[src/rtl/cpu_timer_pkg.sv]
package cpu_timer_pkg;
  // count layout: 31 high bits + 23 low bits = 54 period bits (bit 9 upward)
  localparam int TICK_SHIFT = 9;
  localparam int HI_W       = 31;
  localparam int LO_KEEP    = 32 - TICK_SHIFT;
  localparam int PER_W      = HI_W + LO_KEEP;
  localparam int LIM_W      = 31 - TICK_SHIFT;

  localparam logic [2:0] W_HI_LIM    = 3'd0;
  localparam logic [2:0] W_LO_CNT    = 3'd1;
  localparam logic [2:0] W_LIM_NORST = 3'd2;
  localparam logic [2:0] W_STATUS    = 3'd3;
  localparam logic [2:0] W_MODE      = 3'd4;

  localparam logic [PER_W-1:0] USER_TOP = {PER_W{1'b1}};
  localparam logic [LIM_W-1:0] FREE_TOP = {LIM_W{1'b1}};

  function automatic logic [PER_W-1:0] ctr_top(input logic [LIM_W-1:0] lim);
    return (lim == '0) ? PER_W'(FREE_TOP) : PER_W'(lim);
  endfunction

  function automatic logic [31:0] user_hi_view(input logic reached,
                                               input logic [PER_W-1:0] cnt);
    return {reached, cnt[PER_W-1:LO_KEEP]};
  endfunction

  function automatic logic [31:0] user_lo_view(input logic [PER_W-1:0] cnt);
    return {cnt[LO_KEEP-1:0], {TICK_SHIFT{1'b0}}};
  endfunction

  function automatic logic [31:0] ctr_cnt_view(input logic reached,
                                               input logic [PER_W-1:0] cnt);
    return {reached, cnt[LIM_W-1:0], {TICK_SHIFT{1'b0}}};
  endfunction

  function automatic logic [31:0] ctr_lim_view(input logic [LIM_W-1:0] lim);
    return {1'b0, lim, {TICK_SHIFT{1'b0}}};
  endfunction
endpackage

[src/rtl/cpu_timer_mode.sv]
module cpu_timer_mode #(
  parameter int NSLOT = 16,
  parameter int NPROC = 4
) (
  input  logic             clk,
  input  logic             rst_n,
  input  logic             wr,
  input  logic [NSLOT-1:0] wdata,
  output logic [NSLOT-1:0] mode_q,
  output logic [NSLOT-1:0] go_user,
  output logic [NSLOT-1:0] go_ctr
);
  localparam logic [NSLOT-1:0] VALID = {NSLOT{1'b1}} >> (NSLOT - NPROC);

  logic [NSLOT-1:0] next_mask;
  logic [NSLOT-1:0] flip;

  always_comb begin
    next_mask = wdata & VALID;
    flip      = wr ? (next_mask ^ mode_q) : '0;
    go_user   = flip & next_mask;
    go_ctr    = flip & ~next_mask;
  end

  always_ff @(posedge clk) begin
    if (!rst_n) mode_q <= '0;
    else if (wr) mode_q <= next_mask;
  end


  spare_bits_chk: assert property (@(posedge clk) disable iff (!rst_n)
    (mode_q & ~VALID) == '0);

  mode_hold_chk: assert property (@(posedge clk) disable iff (!rst_n)
    !wr |=> $stable(mode_q));

  change_only_chk: assert property (@(posedge clk) disable iff (!rst_n)
    (go_user & mode_q) == '0 && (go_ctr & ~mode_q) == '0);
endmodule

[src/rtl/cpu_timer_unit.sv]
module cpu_timer_unit
  import cpu_timer_pkg::*;
(
  input  logic        clk,
  input  logic        rst_n,
  input  logic        tick,
  input  logic        user_mode,
  input  logic        go_user,
  input  logic        go_ctr,
  input  logic        wr,
  input  logic        rd,
  input  logic [2:0]  word,
  input  logic [31:0] wdata,
  output logic [31:0] rdata,
  output logic        irq
);
  logic [PER_W-1:0] cnt;
  logic [LIM_W-1:0] lim;
  logic             reached;
  logic             run;
  logic             irq_q;

  logic [PER_W:0]   cnt_inc;
  logic [PER_W-1:0] wrap_at;
  logic             wrap_evt;
  logic             rd_clr;
  logic             user_load;

  always_comb begin
    cnt_inc   = {1'b0, cnt} + (PER_W+1)'(1);
    wrap_at   = user_mode ? USER_TOP : ctr_top(lim);
    wrap_evt  = tick && run && !go_user && !go_ctr && (cnt_inc >= {1'b0, wrap_at});
    rd_clr    = rd && !user_mode && (word == W_HI_LIM);
    user_load = wr && user_mode && (word == W_HI_LIM || word == W_LO_CNT);
  end

  always_ff @(posedge clk) begin
    if (!rst_n) begin
      cnt     <= '0;
      lim     <= '0;
      reached <= 1'b0;
      run     <= 1'b1;
      irq_q   <= 1'b0;
    end else if (go_user) begin
      irq_q <= 1'b0;
      run   <= 1'b0;
    end else if (go_ctr) begin
      run     <= 1'b1;
      cnt     <= '0;
      lim     <= '0;
      reached <= 1'b0;
    end else begin
      if (rd_clr) begin
        reached <= 1'b0;
        irq_q   <= 1'b0;
      end
      if (tick && run) begin
        if (wrap_evt) begin
          cnt     <= '0;
          reached <= 1'b1;
          if (!user_mode) irq_q <= 1'b1;
        end else begin
          cnt <= cnt_inc[PER_W-1:0];
        end
      end
      if (wr) begin
        if (user_mode) begin
          case (word)
            W_HI_LIM: begin
              cnt     <= {wdata[HI_W-1:0], cnt[LO_KEEP-1:0]};
              reached <= 1'b0;
            end
            W_LO_CNT: begin
              cnt     <= {cnt[PER_W-1:LO_KEEP], wdata[31:TICK_SHIFT]};
              reached <= 1'b0;
            end
            W_LIM_NORST: lim <= wdata[TICK_SHIFT+LIM_W-1:TICK_SHIFT];
            W_STATUS:    run <= wdata[0];
            default: ;
          endcase
        end else begin
          case (word)
            W_HI_LIM: begin
              lim   <= wdata[TICK_SHIFT+LIM_W-1:TICK_SHIFT];
              cnt   <= '0;
              irq_q <= 1'b0;
            end
            W_LIM_NORST: lim <= wdata[TICK_SHIFT+LIM_W-1:TICK_SHIFT];
            default: ;
          endcase
        end
      end
    end
  end

  always_comb begin
    rdata = '0;
    case (word)
      W_HI_LIM: rdata = user_mode ? user_hi_view(reached, cnt) : ctr_lim_view(lim);
      W_LO_CNT: rdata = user_mode ? user_lo_view(cnt) : ctr_cnt_view(reached, cnt);
      W_STATUS: rdata = {31'b0, run};
      default:  rdata = '0;
    endcase
  end

  assign irq = irq_q;


  user_irq_quiet_chk: assert property (@(posedge clk) disable iff (!rst_n)
    user_mode |-> !irq_q);

  enter_user_chk: assert property (@(posedge clk) disable iff (!rst_n)
    go_user |=> (!run && !irq_q));

  leave_user_chk: assert property (@(posedge clk) disable iff (!rst_n)
    go_ctr |=> (run && cnt == '0 && lim == '0));

  ctr_running_chk: assert property (@(posedge clk) disable iff (!rst_n)
    !user_mode |-> run);

  ctr_wrap_irq_chk: assert property (@(posedge clk) disable iff (!rst_n)
    (wrap_evt && !user_mode && !wr) |=> irq_q);

  wrap_reach_chk: assert property (@(posedge clk) disable iff (!rst_n)
    (wrap_evt && !wr) |=> reached);

  load_clear_chk: assert property (@(posedge clk) disable iff (!rst_n)
    user_load |=> !reached);

  stopped_hold_chk: assert property (@(posedge clk) disable iff (!rst_n)
    (user_mode && !run && !wr && !go_ctr) |=> $stable(cnt));
endmodule

[src/rtl/cpu_timer_bank.sv]
module cpu_timer_bank
  import cpu_timer_pkg::*;
#(
  parameter int NSLOT = 16,
  parameter int NPROC = 4,
  localparam int CPU_W = $clog2(NSLOT)
) (
  input  logic             clk,
  input  logic             rst_n,
  input  logic             tick,
  input  logic             bus_wr,
  input  logic             bus_rd,
  input  logic             win_sys,
  input  logic [CPU_W-1:0] bus_cpu,
  input  logic [2:0]       bus_word,
  input  logic [31:0]      bus_wdata,
  output logic [31:0]      bus_rdata,
  output logic [NPROC-1:0] irq
);
  logic [NSLOT-1:0] mode_q;
  logic [NSLOT-1:0] go_user;
  logic [NSLOT-1:0] go_ctr;
  logic             mode_wr;
  logic [31:0]      unit_rd [NPROC];
  logic [31:0]      rd_mux;

  assign mode_wr = bus_wr && win_sys && (bus_word == W_MODE);

  cpu_timer_mode #(.NSLOT(NSLOT), .NPROC(NPROC)) u_mode (
    .clk     (clk),
    .rst_n   (rst_n),
    .wr      (mode_wr),
    .wdata   (bus_wdata[NSLOT-1:0]),
    .mode_q  (mode_q),
    .go_user (go_user),
    .go_ctr  (go_ctr)
  );

  for (genvar i = 0; i < NPROC; i++) begin : g_cpu
    logic hit;
    assign hit = !win_sys && (bus_cpu == CPU_W'(i));
    cpu_timer_unit u_unit (
      .clk       (clk),
      .rst_n     (rst_n),
      .tick      (tick),
      .user_mode (mode_q[i]),
      .go_user   (go_user[i]),
      .go_ctr    (go_ctr[i]),
      .wr        (bus_wr && hit),
      .rd        (bus_rd && hit),
      .word      (bus_word),
      .wdata     (bus_wdata),
      .rdata     (unit_rd[i]),
      .irq       (irq[i])
    );
  end

  always_comb begin
    rd_mux = '0;
    if (win_sys) begin
      if (bus_word == W_MODE) rd_mux = 32'(mode_q);
    end else begin
      for (int i = 0; i < NPROC; i++)
        if (bus_cpu == CPU_W'(i)) rd_mux = unit_rd[i];
    end
  end

  always_ff @(posedge clk) begin
    if (!rst_n) bus_rdata <= '0;
    else if (bus_rd) bus_rdata <= rd_mux;
  end


  read_hold_chk: assert property (@(posedge clk) disable iff (!rst_n)
    !bus_rd |=> $stable(bus_rdata));
endmodule

[config.mk]
export PLATFORM = sky130hd
export DESIGN_NAME = cpu_timer_bank
export DESIGN_NICKNAME = d
export VERILOG_FILES = /design/src/rtl/cpu_timer_pkg.sv /design/src/rtl/cpu_timer_mode.sv /design/src/rtl/cpu_timer_unit.sv /design/src/rtl/cpu_timer_bank.sv
export SDC_FILE = /design/constraint.sdc
export NUM_CORES = 2
export LEC_CHECK = 0
export ABC_AREA = 1
export ABC_CLOCK_PERIOD_IN_PS = 7800
export BUFFER_PORTS_ARGS = -buffer_cell sky130_fd_sc_hd__buf_2
export CORE_ASPECT_RATIO = 1.1
export CORE_UTILIZATION = 55
export DETAILED_ROUTE_END_ITERATION = 8
export GPL_TIMING_DRIVEN = 0
export PLACE_DENSITY = 0.71
export SLEW_MARGIN = 20
export SYNTH_ARGS = -nofsm -noshare
export SYNTH_HDL_FRONTEND = slang
export SYNTH_HIERARCHICAL = 1
export SYNTH_SLANG_ARGS = --single-unit
[constraint.sdc]
create_clock -name clk -period 7.8 [get_ports clk]
set_clock_uncertainty 0.05 [all_clocks]
set_input_delay 1.56 -clock clk [delete_from_list [all_inputs] [get_ports clk]]
set_output_delay 1.56 -clock clk [all_outputs]
set_load 0.01 [all_outputs]
==> metrics.cfg <==
[detailed_routing]
drtIter0Drc = 7195
via_per_inst = 6.170
wirelength_mm = 178.3
wl_per_cell_um = 24.01
final_antenna_net_count = 0
num_vias = 45811
firstDrtPassIters = 8
drc_errors = 0

[clocking]
cts-resized-gates = 0
root_buffer = clkbuf_16
cts_setup_buffers = 0
cts_buffer_depth = 3
h-tree-depth = 2
numCtsBuffers = 46
cts_sinks = 352
clk_pin_slew_worst_paths_ps = 60
cts_tree = done
worstSkewPairLatency_ps = 640
postCtsHoldBufs = 0

[sta]
setup_tns_ps = 0
period_minus_slack_ps = 5092
timing.final.crit_share_pct = 65.28
final-setup-viol-count = 0
max_freq_ghz = 0.1964
rsz0062_at_grt = no
hold_viol = 0
worstMarginPinSlew_ps = 1138
hold_ws_ps = 415.2
drv_slew = 0
relSlewSlack_pct = 24.15

[setup_path]
crit_arrival_ps = 5580
crit_slowest_cell = dfxtp_1
critical_path_buf_inv_count = 4
cp_common_cell = nand2_1
critPathLaunchType = flip-flop
critPathKind = reg -> reg
rrSetupSlack_ps = 2710
critPathCaptureType = flip-flop
required_ps = 8280
crit_family = simple AND/OR/NAND/NOR gates
critPathMaxStageDelay_ps = 620
crit_fanout = 10

[die]
dieArea_sq_um = 68740
core_area_sq_um = 66640
start_util_pct = 55.87
die_y_um = 274.9
ios = 81
die_w_um = 250.1
rows = 99

[global_routing]
antenna_found_initial = 14
first_global_vias = 41007
grt_usage_pct = 50.21
grt_max_degree = 34
grt_pass1_wl_mm = 258.1
gr-total-overflow = 0

[job]
maxCapViolations = 0

[cells_and_area]
multi_input_area_sq_um = 25820
regArea_sq_um = 7047
drive_above_1_share_pct = 9.639
mostFrequentLayoutCell = nand2_1
syn_to_final_growth_pct = 8.661
num-fill-cells = 6996
final_cell_mix = nand2_1, inv_1, nand3_1
finalNetCount = 6787

[synth]
synth_cells = 6380
postSynthAreaPerCell_sq_um = 5.835
syn_area_sq_um = 37230
ys_warn_count = 6

[placed_design]
gp_congestion = 1.116
port_buffers = 79
place.detailed.hpwl_mm = 137.0

[pwr]
p_per_area_nw_per_um2 = 165.3
vdd_ir_drop_max_mv = 0.1703
leakage_nw = 18.15

[min_path]
hold_path_class = reg -> reg

[run_status]
outcome = completed

-- area by class of cell --
| cell class | instances | area share (%) |
|---|---|---|
| Multi-Input combinational cell | 4985 | 63.82 |
| Sequential cell | 352 | 17.42 |
| Inverter | 736 | 6.842 |
| Buffer | 318 | 4.067 |
| Clock buffer | 51 | 2.966 |
| Tap cell | 858 | 2.654 |
| Timing Repair Buffer | 83 | 1.175 |
| Clock inverter | 32 | 0.9990 |
| Antenna cell | 10 | 0.06186 |
-- power breakdown --
| group | internal [mW] | switching [mW] |
|---|---|---|
| Clock | 1.36 | 0.998 |
| Sequential | 1.92 | 0.206 |
| Combinational | 0.713 | 1.49 |
| Total | 3.99 | 2.70 |
-- routing by layer --
metal	track usage, %	wire length (um)	up-vias
met5	0	61	-
met4	37.04	15420	10
met3	16.09	26510	825
met2	72.90	70950	3448
met1	62.23	65350	20599
li1	-	-	20929
-- metrics by stage --
stage                     setup WS, ps  total power [mW]  util [%]  instance area (sq um)  cells
final                             2708             6.686     60.70                  40450   7425
after global routing              2366             6.916     60.67                  40430   7415
after CTS                         2947             6.573     60.67                  40430   7415
after detailed placement          2921             4.251     58.26                  38820   7332
after global placement            2610             4.219     58.13                  38740   7328
after floorplan                   4032             3.535         -                  37270   6391
-- worst register-to-register path, stage by stage, from the launching register on --
cell      delay (ps)
dfxtp_1          620
ha_1             340
nand3_4          200
nor2_8           210
nand2_1          200
nor4_4           520
nand2_1          190
nor2_1           170
xor2_1           200
inv_1             70
ha_1             380
nand2_1           90
inv_1             40
o21ai_0          160
nand2_1           80
nand2_1           60
o211ai_1          80
nor2_1           230
nand2_1           80
nand2_1           80
nand3_2          170
nand2_2          150
buf_12           160
buf_12           160
nand3_2           70
nand2_1           80
nand2_1           70
a21oi_2          110
-- final timing paths --
path	endpoint	startpoint	depth (start not counted)
worst max-delay path	g_cpu[2].u_unit/cnt[36]$_SDFFE_PN0P_	g_cpu[2].u_unit/cnt[0]$_SDFFE_PN0P_	27
worst min-delay path	g_cpu[2].u_unit/lim[12]$_SDFFE_PN0P_	g_cpu[2].u_unit/lim[12]$_SDFFE_PN0P_	2
worst max register to register	g_cpu[2].u_unit/cnt[36]$_SDFFE_PN0P_	g_cpu[2].u_unit/cnt[0]$_SDFFE_PN0P_	27
worst min register to register	g_cpu[2].u_unit/lim[12]$_SDFFE_PN0P_	g_cpu[2].u_unit/lim[12]$_SDFFE_PN0P_	2
-- registers in the layout (all words and copies together) (netlist names) --
signal / cells
g_cpu.u_unit/run: 4
g_cpu.u_unit/lim: 88
u_mode/mode_q: 4
bus_rdata: 32
g_cpu.u_unit/irq: 4
g_cpu.u_unit/cnt: 216
g_cpu.u_unit/reached: 4
Note: power is estimated with default switching activity, not from simulation.
